===== config.mk =====
export PLATFORM = sky130hd
export DESIGN_NAME = gpio_irq_port
export DESIGN_NICKNAME = d
export VERILOG_FILES = /design/src/rtl/gpio_irq_pkg.sv /design/src/rtl/gpio_pad_sync.sv /design/src/rtl/gpio_trig_detect.sv /design/src/rtl/gpio_evt_status.sv /design/src/rtl/gpio_irq_port.sv
export SDC_FILE = /design/constraint.sdc
export NUM_CORES = 1
export LEC_CHECK = 0
export BUFFER_PORTS_ARGS = -buffer_cell sky130_fd_sc_hd__buf_2
export CAP_MARGIN = 10
export CORE_MARGIN = 2
export CORE_UTILIZATION = 47
export CTS_BUF_LIST = sky130_fd_sc_hd__clkbuf_4 sky130_fd_sc_hd__clkbuf_8 sky130_fd_sc_hd__clkbuf_16
export DETAILED_ROUTE_END_ITERATION = 7
export GPL_TIMING_DRIVEN = 1
export PLACE_DENSITY = 0.7
export SKIP_LAST_GASP = 1
export SLEW_MARGIN = 20
export SYNTH_ARGS = -nofsm -noshare
export SYNTH_HDL_FRONTEND = slang
export SYNTH_SLANG_ARGS = --single-unit
export TNS_END_PERCENT = 1

===== constraint.sdc =====
create_clock -name clk -period 1.2 [get_ports clk]
set_clock_uncertainty 0.05 [all_clocks]
set_input_delay 0.18 -clock clk [delete_from_list [all_inputs] [get_ports clk]]
set_output_delay 0.18 -clock clk [all_outputs]
set_load 0.01 [all_outputs]

===== src/rtl/gpio_irq_pkg.sv =====
`timescale 1ns/1ps
package gpio_irq_pkg;

   // Word indices of the registers (byte offset = index * 4)
   localparam int unsigned IDX_DOUT   = 0;
   localparam int unsigned IDX_DIR    = 1;
   localparam int unsigned IDX_PADS   = 2;
   localparam int unsigned IDX_CFG_LO = 3;
   localparam int unsigned IDX_CFG_HI = 4;
   localparam int unsigned IDX_MASK   = 5;
   localparam int unsigned IDX_EVT    = 6;
   localparam int unsigned NUM_REGS   = 7;

   typedef enum logic [1:0] {
      TRIG_LOW  = 2'd0,
      TRIG_HIGH = 2'd1,
      TRIG_RISE = 2'd2,
      TRIG_FALL = 2'd3
   } trig_e;

   function automatic logic trig_match(input trig_e code, input logic cur, input logic prev);
      logic m;
      case (code)
         TRIG_LOW:  m = ~cur;
         TRIG_HIGH: m = cur;
         TRIG_RISE: m = cur & ~prev;
         default:   m = ~cur & prev;
      endcase
      return m;
   endfunction

endpackage


===== src/rtl/gpio_pad_sync.sv =====
`timescale 1ns/1ps
module gpio_pad_sync #(
   parameter int unsigned W      = 32,
   parameter int unsigned STAGES = 2
) (
   input  logic         clk,
   input  logic         rst_n,
   input  logic [W-1:0] d,
   output logic [W-1:0] q,
   output logic [W-1:0] q_prev
);

   logic [STAGES-1:0][W-1:0] chain;
   logic [W-1:0]             last;

   if (STAGES < 2) begin : g_bad_stages
      $error("gpio_pad_sync: STAGES must be at least 2");
   end

   always_ff @(posedge clk or negedge rst_n) begin
      if (!rst_n) begin
         chain <= '0;
         last  <= '0;
      end else begin
         chain <= {chain[STAGES-2:0], d};
         last  <= chain[STAGES-1];
      end
   end

   assign q      = chain[STAGES-1];
   assign q_prev = last;

endmodule


===== src/rtl/gpio_trig_detect.sv =====
`timescale 1ns/1ps
module gpio_trig_detect
   import gpio_irq_pkg::*;
#(
   parameter int unsigned W = 32
) (
   input  logic [W-1:0]   cur,
   input  logic [W-1:0]   prev,
   input  logic [2*W-1:0] codes,
   output logic [W-1:0]   hit
);

   for (genvar i = 0; i < W; i++) begin : g_pin
      assign hit[i] = trig_match(trig_e'(codes[2*i +: 2]), cur[i], prev[i]);
   end

endmodule


===== src/rtl/gpio_evt_status.sv =====
`timescale 1ns/1ps
module gpio_evt_status #(
   parameter int unsigned W    = 32,
   parameter int unsigned HALF = W / 2
) (
   input  logic         clk,
   input  logic         rst_n,
   input  logic [W-1:0] hit,
   input  logic [W-1:0] clr,
   input  logic [W-1:0] mask,
   output logic [W-1:0] evt,
   output logic         irq_lo,
   output logic         irq_hi
);

   logic [W-1:0] pend;

   // a detection in the same cycle as a clear keeps the bit set
   always_ff @(posedge clk or negedge rst_n) begin
      if (!rst_n) evt <= '0;
      else        evt <= hit | (evt & ~clr);
   end

   assign pend   = evt & mask;
   assign irq_lo = |pend[HALF-1:0];
   assign irq_hi = |pend[W-1:HALF];

endmodule


===== src/rtl/gpio_irq_port.sv =====
`timescale 1ns/1ps
module gpio_irq_port
   import gpio_irq_pkg::*;
#(
   parameter int unsigned PIN_W       = 32,
   parameter int unsigned BUS_W       = 32,
   parameter int unsigned ADDR_W      = 5,
   parameter int unsigned SYNC_STAGES = 2
) (
   input  logic              clk,
   input  logic              rst_n,
   input  logic [ADDR_W-1:0] addr,
   input  logic              wr_en,
   input  logic [BUS_W-1:0]  wr_data,
   input  logic              rd_en,
   output logic [BUS_W-1:0]  rd_data,
   input  logic [PIN_W-1:0]  pad_in,
   output logic [PIN_W-1:0]  pad_out,
   output logic [PIN_W-1:0]  pad_oe,
   output logic              irq_lo,
   output logic              irq_hi
);

   localparam int unsigned HALF  = PIN_W / 2;
   localparam int unsigned CFG_W = 2 * HALF;
   localparam int unsigned IDX_W = ADDR_W - 2;

   // elaboration-time parameter checks
   if (PIN_W < 2 || (PIN_W % 2) != 0) begin : g_bad_pins
      $error("gpio_irq_port: PIN_W must be even and at least 2");
   end
   if (PIN_W > BUS_W) begin : g_bad_bus
      $error("gpio_irq_port: PIN_W must not exceed BUS_W");
   end
   if (ADDR_W < 5) begin : g_bad_addr
      $error("gpio_irq_port: ADDR_W too small for the register map");
   end

   // address decode
   logic                word_ok;
   logic [IDX_W-1:0]    idx;
   logic [NUM_REGS-1:0] sel;

   assign word_ok = (addr[1:0] == 2'b00);
   assign idx     = addr[ADDR_W-1:2];

   for (genvar r = 0; r < NUM_REGS; r++) begin : g_sel
      assign sel[r] = word_ok && (idx == IDX_W'(r));
   end

   // software registers
   logic [PIN_W-1:0] dout_q, dir_q, mask_q;
   logic [CFG_W-1:0] cfg_lo_q, cfg_hi_q;

   always_ff @(posedge clk or negedge rst_n) begin
      if (!rst_n) begin
         dout_q   <= '0;
         dir_q    <= '0;
         cfg_lo_q <= '0;
         cfg_hi_q <= '0;
         mask_q   <= '0;
      end else if (wr_en) begin
         if (sel[IDX_DOUT])   dout_q   <= wr_data[PIN_W-1:0];
         if (sel[IDX_DIR])    dir_q    <= wr_data[PIN_W-1:0];
         if (sel[IDX_CFG_LO]) cfg_lo_q <= wr_data[CFG_W-1:0];
         if (sel[IDX_CFG_HI]) cfg_hi_q <= wr_data[CFG_W-1:0];
         if (sel[IDX_MASK])   mask_q   <= wr_data[PIN_W-1:0];
      end
   end

   assign pad_out = dout_q;
   assign pad_oe  = dir_q;

   // input path
   logic [PIN_W-1:0] pad_s, pad_p, trig_hit, evt_q, evt_clr;

   gpio_pad_sync #(.W(PIN_W), .STAGES(SYNC_STAGES)) u_sync (
      .clk    (clk),
      .rst_n  (rst_n),
      .d      (pad_in),
      .q      (pad_s),
      .q_prev (pad_p)
   );

   gpio_trig_detect #(.W(PIN_W)) u_det (
      .cur   (pad_s),
      .prev  (pad_p),
      .codes ({cfg_hi_q, cfg_lo_q}),
      .hit   (trig_hit)
   );

   assign evt_clr = (wr_en && sel[IDX_EVT]) ? wr_data[PIN_W-1:0] : '0;

   gpio_evt_status #(.W(PIN_W), .HALF(HALF)) u_evt (
      .clk    (clk),
      .rst_n  (rst_n),
      .hit    (trig_hit),
      .clr    (evt_clr),
      .mask   (mask_q),
      .evt    (evt_q),
      .irq_lo (irq_lo),
      .irq_hi (irq_hi)
   );

   // read path
   logic [BUS_W-1:0] rd_mux;

   always_comb begin
      rd_mux = '0;
      if (sel[IDX_DOUT])   rd_mux[PIN_W-1:0] = dout_q;
      if (sel[IDX_DIR])    rd_mux[PIN_W-1:0] = dir_q;
      if (sel[IDX_PADS])   rd_mux[PIN_W-1:0] = pad_s;
      if (sel[IDX_CFG_LO]) rd_mux[CFG_W-1:0] = cfg_lo_q;
      if (sel[IDX_CFG_HI]) rd_mux[CFG_W-1:0] = cfg_hi_q;
      if (sel[IDX_MASK])   rd_mux[PIN_W-1:0] = mask_q;
      if (sel[IDX_EVT])    rd_mux[PIN_W-1:0] = evt_q;
   end

   always_ff @(posedge clk or negedge rst_n) begin
      if (!rst_n)     rd_data <= '0;
      else if (rd_en) rd_data <= rd_mux;
   end

endmodule


* Word-level counts from Yosys, hierarchy flattened *
Index checks and enable logic that the tools add are counted.

storage, ports and cells
  bits in registers = 320
  bits of input ports = 73
  output and inout port bits = 98
  logic and storage cells = 301

cells by class
  equality and inequality tests = 70
  muxes and demuxes = 40
  bitwise operators = 132
  reductions and logical operators = 49

operator list
  cell                                                              number
  32-bit 2-to-1 mux                                                 8
  1-bit one-hot mux with 3 select lines                             32
  2-bit logical NOT                                                 33
  1-bit bitwise AND                                                 64
  32-bit bitwise AND                                                2
  2-bit by 1-bit == test with 1-bit output (second input constant)  32
  2-bit == test (second input constant)                             32
  1-bit NOT                                                         64
  32-bit NOT                                                        1
  32-bit OR                                                         1
  16-bit OR reduction                                               2
  2-bit AND reduction                                               5
  3-bit == test (second input constant)                             3
  1-bit logical AND                                                 8
  3-bit by 2-bit == test with 1-bit output (second input constant)  2
  3-bit by 1-bit == test with 1-bit output (second input constant)  1
  3-bit logical NOT                                                 1

* Longest topological paths before layout *
Gate-level depths: netlist of the first run.

  depth after elaboration = 9
  gate-level depth with buffers = 7
  depth with buffers taken out = 4

* Hierarchy *
From an unflattened synthesis of the first run, not the netlist that was laid out.

unflattened totals
  cell total of the unflattened synthesis = 1141
  area total of the unflattened synthesis = 14362.5 sq um

modules (own cells, without submodules)
  module            instances  cells each  area each (sq um)  seq. area each (sq um)
  gpio_irq_port     1          739         9115.0             4804.6
  gpio_pad_sync     1          128         2642.5             2402.3
  gpio_evt_status   1          114         1363.8             800.8
  gpio_trig_detect  1          160         1241.2             0.0

* Worst setup path before layout of the first run *
OpenSTA, ideal clock, no wires.

  kind = in2reg
  start = in addr[2]
  end = reg mask_q[2]
  library setup time = 0.125 ns
  arrival = 1.419 ns
  data required time = 1.025 ns
  path slack = -0.394 ns
  cell stages on the path = 7
  buffers on the path = 3
  cell sequence = buf_4 nor2b_1 clkbuf_1 nand2_1 nor2_2 buf_4 mux2_2

between the ends
  word-level cells in the longest chain between the ends = 3

RTL lines
  what                           line                 text
  start: declaration             gpio_irq_port.sv:12  input logic [ADDR_W-1:0] addr,
  3-bit == test                  gpio_irq_port.sv:48  assign sel[r] = word_ok && (idx == IDX_W'(r));
  1-bit logical AND              gpio_irq_port.sv:48
  2-bit AND reduction (no line)  --
  end signal: assignment         gpio_irq_port.sv:67  if (sel[IDX_MASK]) mask_q <= wr_data[PIN_W-1:0];
  end: declaration               gpio_irq_port.sv:52  logic [PIN_W-1:0] dout_q, dir_q, mask_q;

No other way between the ends.
A chain may end at the register's enable or synchronous reset.

* Final worst setup path of the first run *
  start = reg u_evt.evt[23]
  end = out irq_hi

between the ends
  word-level cells in the longest chain between the ends = 2

RTL lines
  what                      line                   text
  start: declaration        gpio_evt_status.sv:11  output logic [W-1:0] evt,
  start signal: assignment  gpio_evt_status.sv:21  else evt <= hit | (evt & ~clr);
  32-bit bitwise AND        gpio_evt_status.sv:24  assign pend = evt & mask;
  16-bit OR reduction       gpio_evt_status.sv:26  assign irq_hi = |pend[W-1:HALF];
  end: declaration          gpio_irq_port.sv:21    output logic irq_hi

No other way between the ends.

==> results of run 1 <==
[worst max path at each step]
stage                             start           to  slack [ns]  cells past startpoint
after global placement          addr[1]   rd_data[4]       -0.58                      7
after detailed placement        addr[1]   rd_data[4]       -0.69                      7
after CTS                    mask_q[10]       irq_lo       -0.86                      5
after floorplan                 addr[1]  pad_out[10]       -0.31                      6
final                     u_evt.evt[23]       irq_hi       -0.89                      4
after global routing      u_evt.evt[10]       irq_lo       -0.92                      5
[area by class of cell]
class / count / share of cell area [%]
inverter: 1 / 0.0197
clock buffer: 51 / 5.52
multi-input combinational: 692 / 30.3
clock inverter: 12 / 0.967
tap: 390 / 2.56
sequential: 320 / 42.1
timing repair buffer: 462 / 18.6
[logic make-up (layout without fill, tap and decap cells)]
kind of cell           after synthesis  after routing
AO/OA/AOI/OAI                      233            233
XOR/XNOR                             1              1
flip-flops                         320            320
multiplexers                       231            231
buffers and inverters               65            526
AND/OR/NAND/NOR                    227            227
[repair_timing]
action / CTS / global route
hold buffers: 66 / 0
cloned: 0 / 0
pin swaps: 1 / 3
endpoints found under the setup margin: 182 / 253
hold endpoints to repair: 531 / 0
gates resized for setup: 8 / 0
buffers inserted: 0 / 1
[metal layers]
metal,track usage (%),up-vias,wire length (um)
li1,-,4890,-
met1,37.2,5562,17800
met2,43.3,433,19900
met3,4.40,81,2630
met4,9.92,0,1350
met5,0,-,0
[power by group]
part	total [mW]	switching, mW	internal [mW]
Clock	11.3	4.35	6.99
Sequential	13.3	1.22	12.1
Combinational	6.25	2.72	3.53
[cell usage in the layout, fill, tap and decap left out, types with 4 or more instances in the layout]
cell type      synthesis  final
nor2_1                50     50
a211oi_1              34     34
buf_4                 12    203
clkbuf_4               0      9
o21ai_0               21     21
mux2i_1               61     61
dlygate4sd3_1          0     66
mux4_2                 9      9
nand2b_1              41     41
o2bb2ai_1             22     22
a22oi_1               20     20
clkbuf_16              0     36
mux2_1                 8      8
or2_2                 31     30
a221oi_1              31     26
buf_12                 0     25
buf_2                 17    167
bufinv_16              0      4
nand3b_1              10     10
clkbuf_8               0      6
a21oi_1               63     63
mux2_4                30     31
nand2_1               36     35
a221oi_2               0      4
a22o_1                 9      8
mux2_2               123    122
dfrtp_1              320    320
a221o_1               32     32
nand3_1               33     33
nor3b_1               12     12
[worst max-delay path, delay by kind of cell (launching register included)]
family | cells | cell delay [ns]
AOI/OAI and AO/OA | 2 | 0.52
DFF | 1 | 0.42
and+or+nand+nor | 1 | 0.22
buffers and inverters | 1 | 0.20
[state kept, by name, indices dropped and copies added (netlist names)]
signal	flops
cfg_hi_q	32
cfg_lo_q	32
mask_q	32
pad_oe	32
pad_out	32
rd_data	32
u_evt.evt	32
u_sync.chain	32
u_sync.q	32
u_sync.q_prev	32
==> impl_metrics.ini, run 1 <==
[worst_hold_path]
hp-class = input pin to asynchronous set/reset pin

[placement]
dp_hpwl_mm = 28.9
numPortBuffers = 170
dp_slack_ns = -0.695
gp_congestion = 0.854
dpl_cell_area_um2 = 17100
place_inst = 1799

[timing]
max-slew-margin-rel_pct = 69.8
rsz0062_at_grt = true
setup_viol = 223
hold_viol = 0
fin_crit_sh_pct = 174
slew_viol_final = 0
setup_ws_ns = -0.894
fin_setup_tns_ns = -20.28
holdWs_ns = 0.0315
clock.fmax_ghz = 0.478
period_needed_ns = 2.09
max_slew.worst_pin.slew_ns = 0.453

[die]
pin_count = 171
core_um2 = 29500
die_h_um = 177
dieArea_um2 = 31200
num_rows = 63
start_util_pct = 47.5
fp.dieW_um = 177

[final_layout]
layout.nets = 1585
final_util_pct = 64.5
fin_cells = 1928
fillers = 2204
final_area_um2 = 19000
syn_to_final_growth_pct = 35.8
multi_input_area_um2 = 5760
drive_above_1_share_pct = 43.4
seq_area_um2 = 8010
diodes = 0

[yosys]
ys_top_cells_by_area = dfrtp_1, mux2_2, mux2i_1
yosys.area_share.simple_pct = 8.72
ys_types = 38
ys_seq_area_share_pct = 57.2
syn_area_um2 = 14000
synth.most_common_cell = dfrtp_1
async_flop_share_pct = 100
yosysTopAreaCellShare_pct = 57.2
synth_area_per_cell_um2 = 13.0
synth-compound-area-share_pct = 12.1
synth_edf_count = 0
muxShareOfSynthArea_pct = 19.5
yosys.area.top_type = dfrtp_1
synth_top_family_by_area = multiplexers
synthAdderAreaFrac_pct = 0
synth_nets = 1150
synthXorXnorAreaFrac_pct = 0.0625
ys_top_cells_by_count = dfrtp_1, mux2_2, a21oi_1
ys_warn_count = 0
netlist_instances = 1077
synth_ff_type = dfrtp_1
synth-seq-cells = 320

[clock_network]
path_clk_slew_ns = 0.06
cts_buffers = 35
clock_path_buffers = 3
cts.htree.levels = 2
cts_tree = yes
numClockSinks = 320
clkLatencyLatePin_ns = 0.52
root_buffer = clkbuf_16

[route]
routedWlPerCell_um = 21.6
postRouteAntennaNets = 0
via_per_inst = 5.69
drc = 0
dr.pass1.iters = 5
vias = 11000
drt_wl_total_mm = 41.6
dr.first_iter.drc_count = 921

[critical_path]
start_kind = register
worstReg2RegStart = pad_out[1]
criticalPathCategory = register to output port
crit_fanout = 2
r2r_setup_slack_ns = -0.28
crit_arrival_ns = 1.86
slowest_delay_ns = 0.42
timing.rr.end = rd_data[1]
end_kind = output port
worstPathRequired_ns = 0.97
crit_slowest_cell = dfrtp_1
reg2reg_depth = 3
path_cells = a22o_1 > a221oi_2 > nand4_1 > buf_2

[global_route]
grt_pass1_wl_mm = 64.1
first_global_vias = 11300
antenna_found_initial = 0
grt.total_usage_pct = 27.0
grt-ovfl-total = 0
grt_max_degree = 79

[pwr]
vdd.ir_drop.worst_uv = 1090
p_leak_nw = 8.74
total_power_mw = 30.9
p_per_area_nw_per_um2 = 1630

[flow_run]
maxCapViolCount = 0

[run_status]
violations = setup timing
status = complete, but fails checks
Power figures use the tool's default switching activity.
==> inputs of run 2 (changes only) <==
--- a/config.mk
+++ b/config.mk
@@ -13,6 +13,7 @@
 export DETAILED_ROUTE_END_ITERATION = 7
 export GPL_TIMING_DRIVEN = 1
 export PLACE_DENSITY = 0.7
+export SKIP_CTS_REPAIR_TIMING = 1
 export SKIP_LAST_GASP = 1
 export SLEW_MARGIN = 20
 export SYNTH_ARGS = -nofsm -noshare
==> impl_metrics.ini, run 2 (synthesis gave the netlist of run 1 again) <==
[run_status]
status = complete, but fails checks
violations = hold timing, setup timing

[route]
postRouteAntennaNets = 0
dr.first_iter.drc_count = 923
via_per_inst = 5.64
dr.pass1.iters = 6
drt_wl_total_mm = 41.6
drc = 0
vias = 10900
routedWlPerCell_um = 21.6

[clock_network]
path_clk_slew_ns = 0.06
root_buffer = clkbuf_16
cts.htree.levels = 2
cts_tree = yes
numClockSinks = 320
clock_path_buffers = 3
clkLatencyLatePin_ns = 0.52
cts_buffers = 35

[final_layout]
syn_to_final_growth_pct = 35.6
fin_cells = 1925
final_common_cell = dfrtp_1
diodes = 0
drive_above_1_share_pct = 43.5
fillers = 2224
layout.nets = 1582
final_util_pct = 64.4
final_cell_mix = dfrtp_1, buf_4, buf_2
final_area_um2 = 19000

[worst_hold_path]
min_from = wr_data[10]
holdPathEnd = mask_q[10]
hold_depth = 2
hp-class = input pin to register

[timing]
hold_viol = 5
fin_setup_tns_ns = -20.41
clock.fmax_ghz = 0.478
fin_crit_sh_pct = 174
slew_viol_final = 0
period_needed_ns = 2.09
holdWs_ns = -0.0291
max-slew-margin-rel_pct = 70.9
max_slew.worst_pin.slew_ns = 0.437
setup_viol = 223
setup_ws_ns = -0.893
rsz0062_at_grt = true

[die]
start_util_pct = 47.5
fp.dieW_um = 177
pin_count = 171
die_h_um = 177
core_um2 = 29500
dieArea_um2 = 31200
num_rows = 63

[placement]
dpl_cell_area_um2 = 17100
dp_hpwl_mm = 28.9
numPortBuffers = 170
place_inst = 1799
gp_congestion = 0.854

[critical_path]
startpoint = u_evt.evt[23]
crit_fanout = 2
start_kind = register
crit_arrival_ns = 1.86
criticalPathCategory = register to output port
worstReg2RegStart = pad_out[1]
r2r_setup_slack_ns = -0.28
reg2reg_depth = 3
timing.rr.end = rd_data[1]
worstPathRequired_ns = 0.97
end_kind = output port

[global_route]
grt-ovfl-total = 0
antenna_found_initial = 0
first_global_vias = 10900
grt_max_degree = 79
grt_pass1_wl_mm = 62.8
grt.total_usage_pct = 26.5

[pwr]
pwr-share-clk_pct = 36.7
p_leak_nw = 8.72
internal_power_mw = 22.6
power.switching_mw = 8.30
vdd.ir_drop.worst_uv = 1090
p_per_area_nw_per_um2 = 1630
switching_share_pct = 26.8
seqPwrFrac_pct = 43.1
combPwrFrac_pct = 20.2

[flow_run]
maxCapViolCount = 0
[run 2: cell count changes in the layout (fill, tap and decap cells not counted)]
| cell | change |
|---|---|
| dlygate4sd3_1 | -4 |
| a221oi_2 | -1 |
| a221oi_1 | +1 |
| buf_4 | +1 |
[run 2: critical path: stages, from the launching register on]
cell	delay, ns
dfrtp_1	0.42
a22o_1	0.27
a221oi_2	0.24
nand4_1	0.22
buf_2	0.20
[run 2: metrics by stage]
| step | power [mW] | setup slack, ns |
|---|---|---|
| after global placement | 19.2 | -0.576 |
| after detailed placement | 19.5 | -0.695 |
| final | 30.9 | -0.893 |
| after floorplan | 16.2 | -0.313 |
| after global routing | 32.2 | -0.926 |
| after CTS | 30.9 | -1.13 |
[run 2: layout make-up]
class | count | area (um2) | area share [%]
sequential | 320 | 8010 | 42.2
timing repair buffer | 459 | 3500 | 18.4
tap | 390 | 488 | 2.57
inverter | 1 | 3.75 | 0.0198
clock buffer | 51 | 1050 | 5.53
clock inverter | 12 | 184 | 0.969
multi-input combinational | 692 | 5750 | 30.3
[run 2: worst max-delay path by stage]
| stage | endpoint | cells past startpoint |
|---|---|---|
| CTS | irq_lo | 5 |
| global placement | rd_data[4] | 7 |
| floorplan | pad_out[10] | 6 |
| global route | irq_lo | 5 |
| detailed placement | rd_data[4] | 7 |
| finish | irq_hi | 4 |
[run 2: power groups by stage]
stage | logic (mW) | clock network [mW] | registers (mW)
floorplan | 2.65 | 0 | 13.5
global placement | 5.83 | 0 | 13.4
detailed placement | 6.01 | 0 | 13.5
CTS | 6.05 | 11.5 | 13.3
global route | 6.76 | 12.0 | 13.5
finish | 6.24 | 11.3 | 13.3
[run 2: routing by layer]
| layer | routed length [um] | vias up | GRT usage [%] |
|---|---|---|---|
| met5 | 0 | - | 0 |
| met4 | 1310 | 0 | 8.92 |
| met3 | 2380 | 82 | 4.40 |
| met2 | 19900 | 373 | 42.4 |
| met1 | 18000 | 5517 | 36.9 |
| li1 | - | 4884 | - |
